`src/rtl/shreg_pkg.sv`:
```
`timescale 1ns/1ps
package shreg_pkg;
  typedef enum logic [1:0] {
    MODE_KEEP  = 2'b00,
    MODE_UP    = 2'b01,
    MODE_DOWN  = 2'b10,
    MODE_LOAD  = 2'b11
  } shreg_mode_e;
endpackage

```
`src/rtl/shreg_next.sv`:
```
`timescale 1ns/1ps
module shreg_next
  import shreg_pkg::*;
#(
  parameter int WIDTH = 4
) (
  input  logic [1:0]       mode,
  input  logic [WIDTH-1:0] cur,
  input  logic [WIDTH-1:0] par_in,
  input  logic             shl_in,
  input  logic             shr_in,
  output logic [WIDTH-1:0] nxt
);
  localparam int TOP = WIDTH - 1;

  for (genvar i = 0; i < WIDTH; i++) begin : g_bit
    logic from_below;
    logic from_above;

    if (i == 0) begin : g_low_end
      assign from_below = shl_in;
    end else begin : g_low_mid
      assign from_below = cur[i-1];
    end

    if (i == TOP) begin : g_high_end
      assign from_above = shr_in;
    end else begin : g_high_mid
      assign from_above = cur[i+1];
    end

    always_comb begin
      unique case (shreg_mode_e'(mode))
        MODE_UP:   nxt[i] = from_below;
        MODE_DOWN: nxt[i] = from_above;
        MODE_LOAD: nxt[i] = par_in[i];
        default:   nxt[i] = cur[i];
      endcase
    end
  end
endmodule

```
`src/rtl/shreg_store.sv`:
```
`timescale 1ns/1ps
module shreg_store #(
  parameter int WIDTH = 4
) (
  input  logic             clk,
  input  logic             rst,
  input  logic             en,
  input  logic [WIDTH-1:0] d,
  output logic [WIDTH-1:0] q
);
  always_ff @(posedge clk) begin
    if (rst)     q <= '0;
    else if (en) q <= d;
  end

  AST_RESET_CLEARS: assert property (@(posedge clk) rst |=> (q == '0));
  AST_DISABLED_HOLDS: assert property (@(posedge clk) disable iff (rst)
    !en |=> $stable(q));
endmodule

```
`src/rtl/shreg_bidir.sv`:
```
`timescale 1ns/1ps
module shreg_bidir
  import shreg_pkg::*;
#(
  parameter int WIDTH = 4
) (
  input  logic             clk,
  input  logic             rst,
  input  logic             en,
  input  logic [1:0]       mode,
  input  logic [WIDTH-1:0] par_in,
  input  logic             shl_in,
  input  logic             shr_in,
  output logic [WIDTH-1:0] par_out,
  output logic             shl_out,
  output logic             shr_out
);
  localparam int TOP = WIDTH - 1;

  logic [WIDTH-1:0] word_q;
  logic [WIDTH-1:0] word_d;

  shreg_next #(.WIDTH(WIDTH)) u_next (
    .mode   (mode),
    .cur    (word_q),
    .par_in (par_in),
    .shl_in (shl_in),
    .shr_in (shr_in),
    .nxt    (word_d)
  );

  shreg_store #(.WIDTH(WIDTH)) u_store (
    .clk (clk),
    .rst (rst),
    .en  (en),
    .d   (word_d),
    .q   (word_q)
  );

  assign par_out = word_q;
  assign shl_out = word_q[TOP];
  assign shr_out = word_q[0];

  AST_KEEP_MODE: assert property (@(posedge clk) disable iff (rst)
    (en && mode == MODE_KEEP) |=> $stable(word_q));
  AST_UP_SHIFT: assert property (@(posedge clk) disable iff (rst)
    (en && mode == MODE_UP) |=>
      (word_q == {$past(word_q[TOP-1:0]), $past(shl_in)}));
  AST_DOWN_SHIFT: assert property (@(posedge clk) disable iff (rst)
    (en && mode == MODE_DOWN) |=>
      (word_q == {$past(shr_in), $past(word_q[TOP:1])}));
  AST_LOAD_COPIES: assert property (@(posedge clk) disable iff (rst)
    (en && mode == MODE_LOAD) |=> (word_q == $past(par_in)));
endmodule

```
`config.mk`:
```
export PLATFORM = sky130hd
export DESIGN_NAME = shreg_bidir
export DESIGN_NICKNAME = d
export VERILOG_FILES = /design/src/rtl/shreg_pkg.sv /design/src/rtl/shreg_next.sv /design/src/rtl/shreg_store.sv /design/src/rtl/shreg_bidir.sv
export SDC_FILE = /design/constraint.sdc
export NUM_CORES = 1
export LEC_CHECK = 0
export BUFFER_PORTS_ARGS = -buffer_cell sky130_fd_sc_hd__buf_4
export CAP_MARGIN = 20
export CORE_AREA = 4 4 41 43
export CTS_CLUSTER_SIZE = 12
export DETAILED_ROUTE_END_ITERATION = 8
export DIE_AREA = 0 0 45 47
export GPL_ROUTABILITY_DRIVEN = 0
export GPL_TIMING_DRIVEN = 0
export SETUP_SLACK_MARGIN = 0.15
export SYNTH_ARGS = -nofsm -noshare
export SYNTH_HDL_FRONTEND = slang
export SYNTH_SLANG_ARGS = --single-unit
```
`constraint.sdc`:
```
create_clock -name clk -period 1.89 [get_ports clk]
set_input_delay 0.4725 -clock clk [delete_from_list [all_inputs] [get_ports clk]]
set_output_delay 0.4725 -clock clk [all_outputs]
set_load 0.02 [all_outputs]
```
Word-level counts from Yosys, hierarchy flattened
Index checks and enable logic that the tools add are counted.
{"block": "word_totals", "reg_bits": 4, "latchBits": 0, "ramBits": 0, "rom_bits": 0, "mem_count": 0}
{"block": "classes", "add_sub_neg": 0, "multipliers": 0, "n_div": 0, "order_cmp": 0, "eq_ne": 3, "shifts": 0, "muxes": 4, "n_bitwise": 0, "reduce_logical": 2}
{"operator": "$pmux W1 S3", "n": 4}
{"operator": "$eq A2 B2 Y1 const B", "n": 2}
{"operator": "$reduce_bool A3 Y1", "n": 1}
{"operator": "$eq A2 B1 Y1 const B", "n": 1}
{"operator": "$reduce_and A2 Y1", "n": 1}

Logic depth before layout (Yosys ltp)
Gate-level depths: netlist of the first run.
{"block": "logic_depth", "depth_word": 3, "ltp_mapped": 4, "depth_no_buf": 3}

Hierarchy
From an unflattened synthesis of the first run, not the netlist that was laid out.
{"block": "hier_totals", "hier_cells": 19, "hier_area_um2": 260.2}
{"module": "shreg_store", "n_inst": 1, "cells_each": 13, "area_per_inst_um2": 140.1}
{"module": "shreg_next", "n_inst": 1, "cells_each": 4, "area_per_inst_um2": 105.1}
{"module": "shreg_bidir", "n_inst": 1, "cells_each": 2, "area_per_inst_um2": 15.0}

Worst setup path before layout of the first run
Ideal clock, no wire load.
{"block": "synth_timing", "path_type": "input port to flip-flop", "startpoint": "input mode[1]", "endpoint": "register u_store.q[0]", "arrival_ns": 1.061, "required_ns": 1.775, "slack_ns": 0.714, "stages": 4, "n_path_buf": 1, "cell_sequence": "buf_6 > mux2_4 > o22ai_2 > nor3_2"}
{"block": "synth_between", "elab_chain_len": 3, "elab_cells_between_ends": 6}
{"item": "from (decl)", "line_no": "shreg_bidir.sv:10", "source": "input logic [1:0] mode,"}
{"item": "$eq A2 B1 Y1 / $eq A2 B2 Y1 (equally long branches)", "line_no": "shreg_next.sv:33", "source": "unique case (shreg_mode_e'(mode))"}
{"item": "$reduce_bool A3 Y1 (no source line)"}
{"item": "$reduce_and A2 Y1 (no source line)"}
{"item": "to (signal assigned)", "line_no": "shreg_store.sv:12", "source": "if (rst) q <= '0;"}
{"item": "to (signal assigned)", "line_no": "shreg_store.sv:13", "source": "else if (en) q <= d;"}
{"item": "to (decl)", "line_no": "shreg_store.sv:9", "source": "output logic [WIDTH-1:0] q"}
Parallel ways exist; a longest one is shown, timed or not.
A chain may end at the register's enable or synchronous reset.

Final worst setup path of the first run
{"block": "layout_timing", "startpoint": "register u_store.q[3]", "endpoint": "output par_out[3]"}
{"item": "to (decl)", "line_no": "shreg_bidir.sv:14", "source": "output logic [WIDTH-1:0] par_out,"}
No word-level cell between the ends.

==> reports/qor.txt, run 1 <==
=====================================================================================================
Boundary Pins                                                                                      17
Area enclosed by the die boundary                                                           2120 um^2
Via count of the first global-routing pass                                                        266
Initial cell density of the core                                                                20.2%
Die width                                                                                       45 um
Share of cell area taken by muxes after synthesis                                               22.9%
Number of fillers in the final layout                                                             149
Critical path cell sequence                                                              buf_4 > buf_4
Hold violation count in the final report                                                            0
Setup repair after global routing missed its margin                                                no
Total inserted antenna cells                                                                        0
Clock tree skew after final layout                                                            1.65 ps
Delay of the slowest cell on the worst path                                                    360 ps
Critical path capture point type                                                         primary output
XOR/XNOR Fraction of Synth Area                                                                    0%
Post-synth EDFFs                                                                                    0
Final worst path period share                                                                   69.6%
Combined global-route utilization of all metal layers                                           7.51%
DP Worst Slack                                                                                 656 ps
Post-synthesis register bit count                                                                   4
Minimum period implied by the final worst setup slack                                         1320 ps
Registers with the highest flip-flop counts                                              u_store.q (4)
Dominant synthesized flop cell                                                           sky130_fd_sc_hd__dfxtp_1
Clock network latency to the later pin of the worst-skew pair                                  230 ps
Post-route DRC                                                                                      0
Post-synthesis share of cell area spent on and, or, nand and nor gates                          21.0%
Critical path's slowest cell                                                             sky130_fd_sc_hd__dfxtp_1
Sequential element share of the synthesized area                                                30.5%
Resized Gates After CTS                                                                             0
Total power                                                                                    292 uW
Post-synthesis share of cell area spent on full adders, half adders and majority gates             0%
H-tree levels                                                                                       1
Worst min-delay path category                                                                  in2reg
Biggest register                                                                            u_store.q
Clk pin slew, worst setup/hold paths                                                            40 ps
Kind of start point of the critical path                                                     register
Max-Slew Margin vs Limit                                                                        81.5%
Number of nets produced by synthesis                                                               38
Proportion of layout cells with a drive suffix above 1                                          60.0%
Worst path most repeated cell                                                            sky130_fd_sc_hd__buf_4
Number of warnings issued by yosys                                                                  0
Clock tree from TritonCTS                                                                         yes
Number of buffers inserted by port buffering                                                       15
Top cell type's share of synthesized area                                                       30.5%
Syn avg cell area                                                                           9.73 um^2
Number of buffers between clock root and the deepest sink                                           2
LEAKAGE                                                                                      0.198 nW
Compound-Gate Fraction of Synth Area                                                            15.7%
Area of the core                                                                            1300 um^2
Sink Count                                                                                          4
Final setup violation count                                                                         0
Synth area leader                                                                        sky130_fd_sc_hd__dfxtp_1
Main combinational cell family by area after synthesis                                   multiplexers
Total Neg Setup Slack                                                                            0 ps
Maximum clock frequency                                                                       760 MHz
Number of max-cap violations                                                                        0
TritonRoute pass-1 iters                                                                            3
Power density over cell area                                                              701 nW/um^2
Cell at the root of the clock tree                                                       sky130_fd_sc_hd__clkbuf_4
Final antenna-violating net count                                                                   0
Area of the mapped netlist                                                                   263 um^2
Standard-cell row count                                                                            13
Cells taking the most area after synthesis                                               sky130_fd_sc_hd__dfxtp_1 30%, sky130_fd_sc_hd__mux2_4 23%, sky130_fd_sc_hd__nor3_1 5.7%, sky130_fd_sc_hd__buf_4 5.7%, sky130_fd_sc_hd__nor2_1 5.7%
Total Nets Final                                                                                   58
Category of the most critical setup path                                                      reg2out
Outcome                                                                                  finished clean
Average detailed-routed wire length per instance                                              11.0 um
Number of flip-flops under the largest register name                                                4
Area added between synthesis and finish                                                         58.6%
Number of antenna violations at the first check in global routing                                   0
Worst VDD drop                                                                                 301 uV
Peak fanout along the critical path                                                                 4
Post-synth ARST share                                                                              0%
DR iter-0 viols                                                                                     1
Synth top cells by count                                                                 4 x sky130_fd_sc_hd__dfxtp_1, 4 x sky130_fd_sc_hd__mux2_4, 4 x sky130_fd_sc_hd__nor2_1, 3 x sky130_fd_sc_hd__nor3_1
Wire length of the first global-routing pass                                                  1060 um
Overflow after GRT                                                                                  0
Number of clock buffers inserted by TritonCTS                                                       3
Die height                                                                                      47 um
Critical Path AT                                                                               840 ps
CP required                                                                                   1420 ps
Slew Viols, Final                                                                                   0
Overall routed net length                                                                      660 um
Count of cell types in the netlist                                                                 13
Number of instances in the synthesized netlist                                                     27
Hold-fix buffers at CTS                                                                             0
Least-Margin Pin Slew                                                                          277 ps
Least setup slack across all paths after layout                                                574 ps
# Post-CTS Setup Buffers                                                                            0
Pin count of the biggest net entering global routing                                                8
Routed via count divided by cell count                                                           4.38
Vias                                                                                              263
=====================================================================================================
metal layers:
metal  track usage, %  up-vias  routed length, um  part of all wire [%]
li1                 -      135                  -                     -
met4             7.02        0                 15                   2.3
met2             10.2       12                288                    44
met3             2.68        2                 80                    12
met1             9.11      114                276                    42
met5                0        -                  0                     0
layout make-up:
type                       instances  area, um^2  area share, %
timing repair buffer              15         113           27.0
clock buffer                       3        22.5           5.41
multi-input combinational         20         156           37.5
tap                               15        18.8           4.50
sequential                         4        80.1           19.2
buffer                             3        26.3           6.31
cell usage in the layout, fill, tap and decap left out, drive strengths merged:
master,instances
o21a,1
clkbuf,3
o32ai,1
mux2,4
dfxtp,4
o22ai,3
nand3b,1
nor2,4
nor3,4
buf,18
nand2,2
path summary, 6_finish.rpt:
path / startpoint / endpoint / slack (ps) / depth (start not counted)
max: u_store.q[3] / par_out[3] / 570 / 2
max reg2reg: u_store.q[2] / u_store.q[3] / 940 / 3
min: rst / u_store.q[0] / 430 / 2
min reg2reg: u_store.q[3] / u_store.q[3] / 530 / 2
cell families (layout without fill, tap and decap cells):
family	Yosys count	after routing
buf+inv	3	21
simple gates	11	11
compound gates	5	5
mux	4	4
flops	4	4
critical path, delay by kind of cell, from the launching register on:
family | cells | cell delay, ps
buffers and inverters | 2 | 240
flip-flops | 1 | 360
through the flow:
step | util (%) | hold slack [ps] | std cells | instance area [um^2]
floorplan | - | 542 | 27 | 263
detailed placement | 30.3 | 524 | 57 | 394
global placement | 30.3 | 522 | 57 | 394
global route | 32.0 | 436 | 60 | 417
finish | 32.0 | 434 | 60 | 417
CTS | 32.0 | 425 | 60 | 417
where the power goes:
part           switching [mW]  leakage (nW)  internal, mW
registers             0.00754        0.0331        0.0919
logic                  0.0377         0.151        0.0508
clock network          0.0332        0.0138        0.0709
(Power assumes the default switching activity.)
==> run 2, diff against run 1 <==
==> constraint.sdc (replaced) <==
create_clock -name clk -period 1.1 [get_ports clk]
set_input_delay 0.275 -clock clk [delete_from_list [all_inputs] [get_ports clk]]
set_output_delay 0.275 -clock clk [all_outputs]
set_load 0.02 [all_outputs]
==> reports/qor.txt, run 2 (same netlist as run 1, synthesis figures left out) <==
================================================================================
Outcome                                                             finished clean
Clock tree from TritonCTS                                                    yes
Setup slack of the most critical reg-to-reg path                          120 ps
Area enclosed by the die boundary                                      2120 um^2
Number of clock buffers inserted by TritonCTS                                  3
Gate family responsible for the most delay along the worst path       flip-flops
Worst path most repeated cell                                       sky130_fd_sc_hd__buf_6
Worst min-delay path category                                             in2reg
Commonest cells after routing, fill and taps aside                  15 x sky130_fd_sc_hd__buf_4, 7 x sky130_fd_sc_hd__buf_6, 4 x sky130_fd_sc_hd__nor2_1, 4 x sky130_fd_sc_hd__mux2_4
Boundary Pins                                                                 17
Standard-cell row count                                                       13
Initial cell density of the core                                           20.2%
RR Startpoint                                                       u_store.q[0]
Area of combinational cells with multiple inputs                        170 um^2
Reg2Reg Capture Point                                               u_store.q[1]
Sequential cell area in the final layout                               87.6 um^2
Setup repair after global routing missed its margin                          yes
Total Nets Final                                                              63
Proportion of power drawn by flip-flops and latches                        31.2%
Total power                                                               547 uW
# placed instances                                                            57
Switching component of the power                                          144 uW
Minimum period implied by the final worst setup slack                    1050 ps
Final worst path period share                                              95.9%
Placement-stage cell area                                               405 um^2
Number of cells on the worst reg-to-reg path                                   4
Area added between synthesis and finish                                    92.4%
Delay of the slowest cell on the worst path                               320 ps
Kind of start point of the critical path                                register
Comb pwr share                                                             36.3%
Average detailed-routed wire length per instance                         10.9 um
Hold Crit Start                                                              rst
Endpoint of the worst hold-timing path                              u_store.q[0]
TritonRoute pass-1 iters                                                       2
Maximum clock frequency                                                  948 MHz
Pin count of the biggest net entering global routing                           8
Proportion of layout cells with a drive suffix above 1                     76.0%
Combined global-route utilization of all metal layers                      7.81%
Post-route core utilization                                                38.8%
Clk pin slew, worst setup/hold paths                                       40 ps
Crit path buf inv count                                                        2
Hold-fix buffers at CTS                                                        0
Cell at the root of the clock tree                                  sky130_fd_sc_hd__clkbuf_4
Critical path capture point type                                    primary output
Hold violation count in the final report                                       0
Number of fillers in the final layout                                        138
Internal portion of total power                                           402 uW
Routed via count divided by cell count                                      4.31
Vias                                                                         280
LEAKAGE                                                                 0.238 nW
H-tree levels                                                                  1
Post-route DRC                                                                 0
Die width                                                                  45 um
Critical path's slowest cell                                        sky130_fd_sc_hd__dfxtp_2
Die height                                                                 47 um
Number of flip-flops under the largest register name                           4
Via count of the first global-routing pass                                   261
Power density over cell area                                        1080 nW/um^2
Least setup slack across all paths after layout                          45.5 ps
Cell Count, Final, Fillers Out                                                65
Category of the most critical setup path                                 reg2out
DP Worst Slack                                                            101 ps
Overall routed net length                                                 711 um
Least-Margin Pin Slew                                                     203 ps
Number of max-cap violations                                                   0
Sink Count                                                                     4
Clock network latency to the later pin of the worst-skew pair             230 ps
Final setup violation count                                                    0
Worst VDD drop                                                            471 uV
Final antenna-violating net count                                              0
Biggest register                                                       u_store.q
Max-Slew Margin vs Limit                                                   86.5%
Hold Crit Depth                                                                2
Overflow after GRT                                                             0
Number of antenna violations at the first check in global routing              0
Critical Path AT                                                          780 ps
Worst Hold Margin                                                         230 ps
Critical path cell sequence                                         buf_6 > buf_6
Number of buffers inserted by port buffering                                  15
Area of the core                                                       1300 um^2
Peak fanout along the critical path                                            3
Clock tree skew after final layout                                     0.0464 ps
Wire length of the first global-routing pass                             1150 um
DR iter-0 viols                                                                2
Switching Fraction                                                         26.4%
Total Neg Setup Slack                                                       0 ps
Clock Power Share                                                          32.5%
Most common cell after layout, fill and taps aside                  sky130_fd_sc_hd__buf_4
Number of buffers between clock root and the deepest sink                      2
CP required                                                               820 ps
Registers with the highest flip-flop counts                         u_store.q (4)
Final Cell Area                                                         505 um^2
Slew Viols, Final                                                              0
Total inserted antenna cells                                                   0
================================================================================
run 2: cell count changes in the layout (fill, tap and decap cells not counted), sizes merged:
cell,previous run,this run
buf,18,23
run 2: timing repair:
item                                   CTS  global route
pin swaps                                0             0
gates resized for setup                 10             3
setup endpoints to repair                6             7
endpoints found under the hold margin    0             0
setup buffers                            3             2
run 2: worst max path at each step:
stage	from	to	slack, ps	cells past startpoint
floorplan	mode[1]	u_store.q[0]	130	4
global placement	mode[1]	u_store.q[0]	90	4
detailed placement	mode[1]	u_store.q[0]	100	4
CTS	u_store.q[0]	par_out[0]	40	2
global route	u_store.q[0]	par_out[0]	20	2
finish	u_store.q[3]	par_out[3]	50	2
run 2: power groups by stage:
| stage | registers [mW] | clock network [mW] | logic [mW] |
|---|---|---|---|
| finish | 0.171 | 0.178 | 0.198 |
| global route | 0.173 | 0.200 | 0.213 |
| CTS | 0.172 | 0.185 | 0.185 |
| detailed placement | 0.172 | 0 | 0.157 |
| global placement | 0.173 | 0 | 0.157 |
| floorplan | 0.185 | 0 | 0.0802 |
run 2: per-layer routing:
| metal | part of all wire [%] | GRT usage (%) | wire length (um) | vias to the layer above |
|---|---|---|---|---|
| li1 | - | - | - | 144 |
| met1 | 48 | 9.52 | 338 | 125 |
| met2 | 41 | 9.60 | 288 | 11 |
| met3 | 12 | 4.21 | 84 | 0 |
| met4 | 0 | 7.02 | 0 | 0 |
| met5 | 0 | 0 | 0 | - |
run 2: cell type report:
type	count	share of cell area (%)
multi-input combinational	20	33.7
timing repair buffer	20	33.4
sequential	4	17.3
buffer	3	7.43
clock buffer	3	4.46
tap	15	3.71
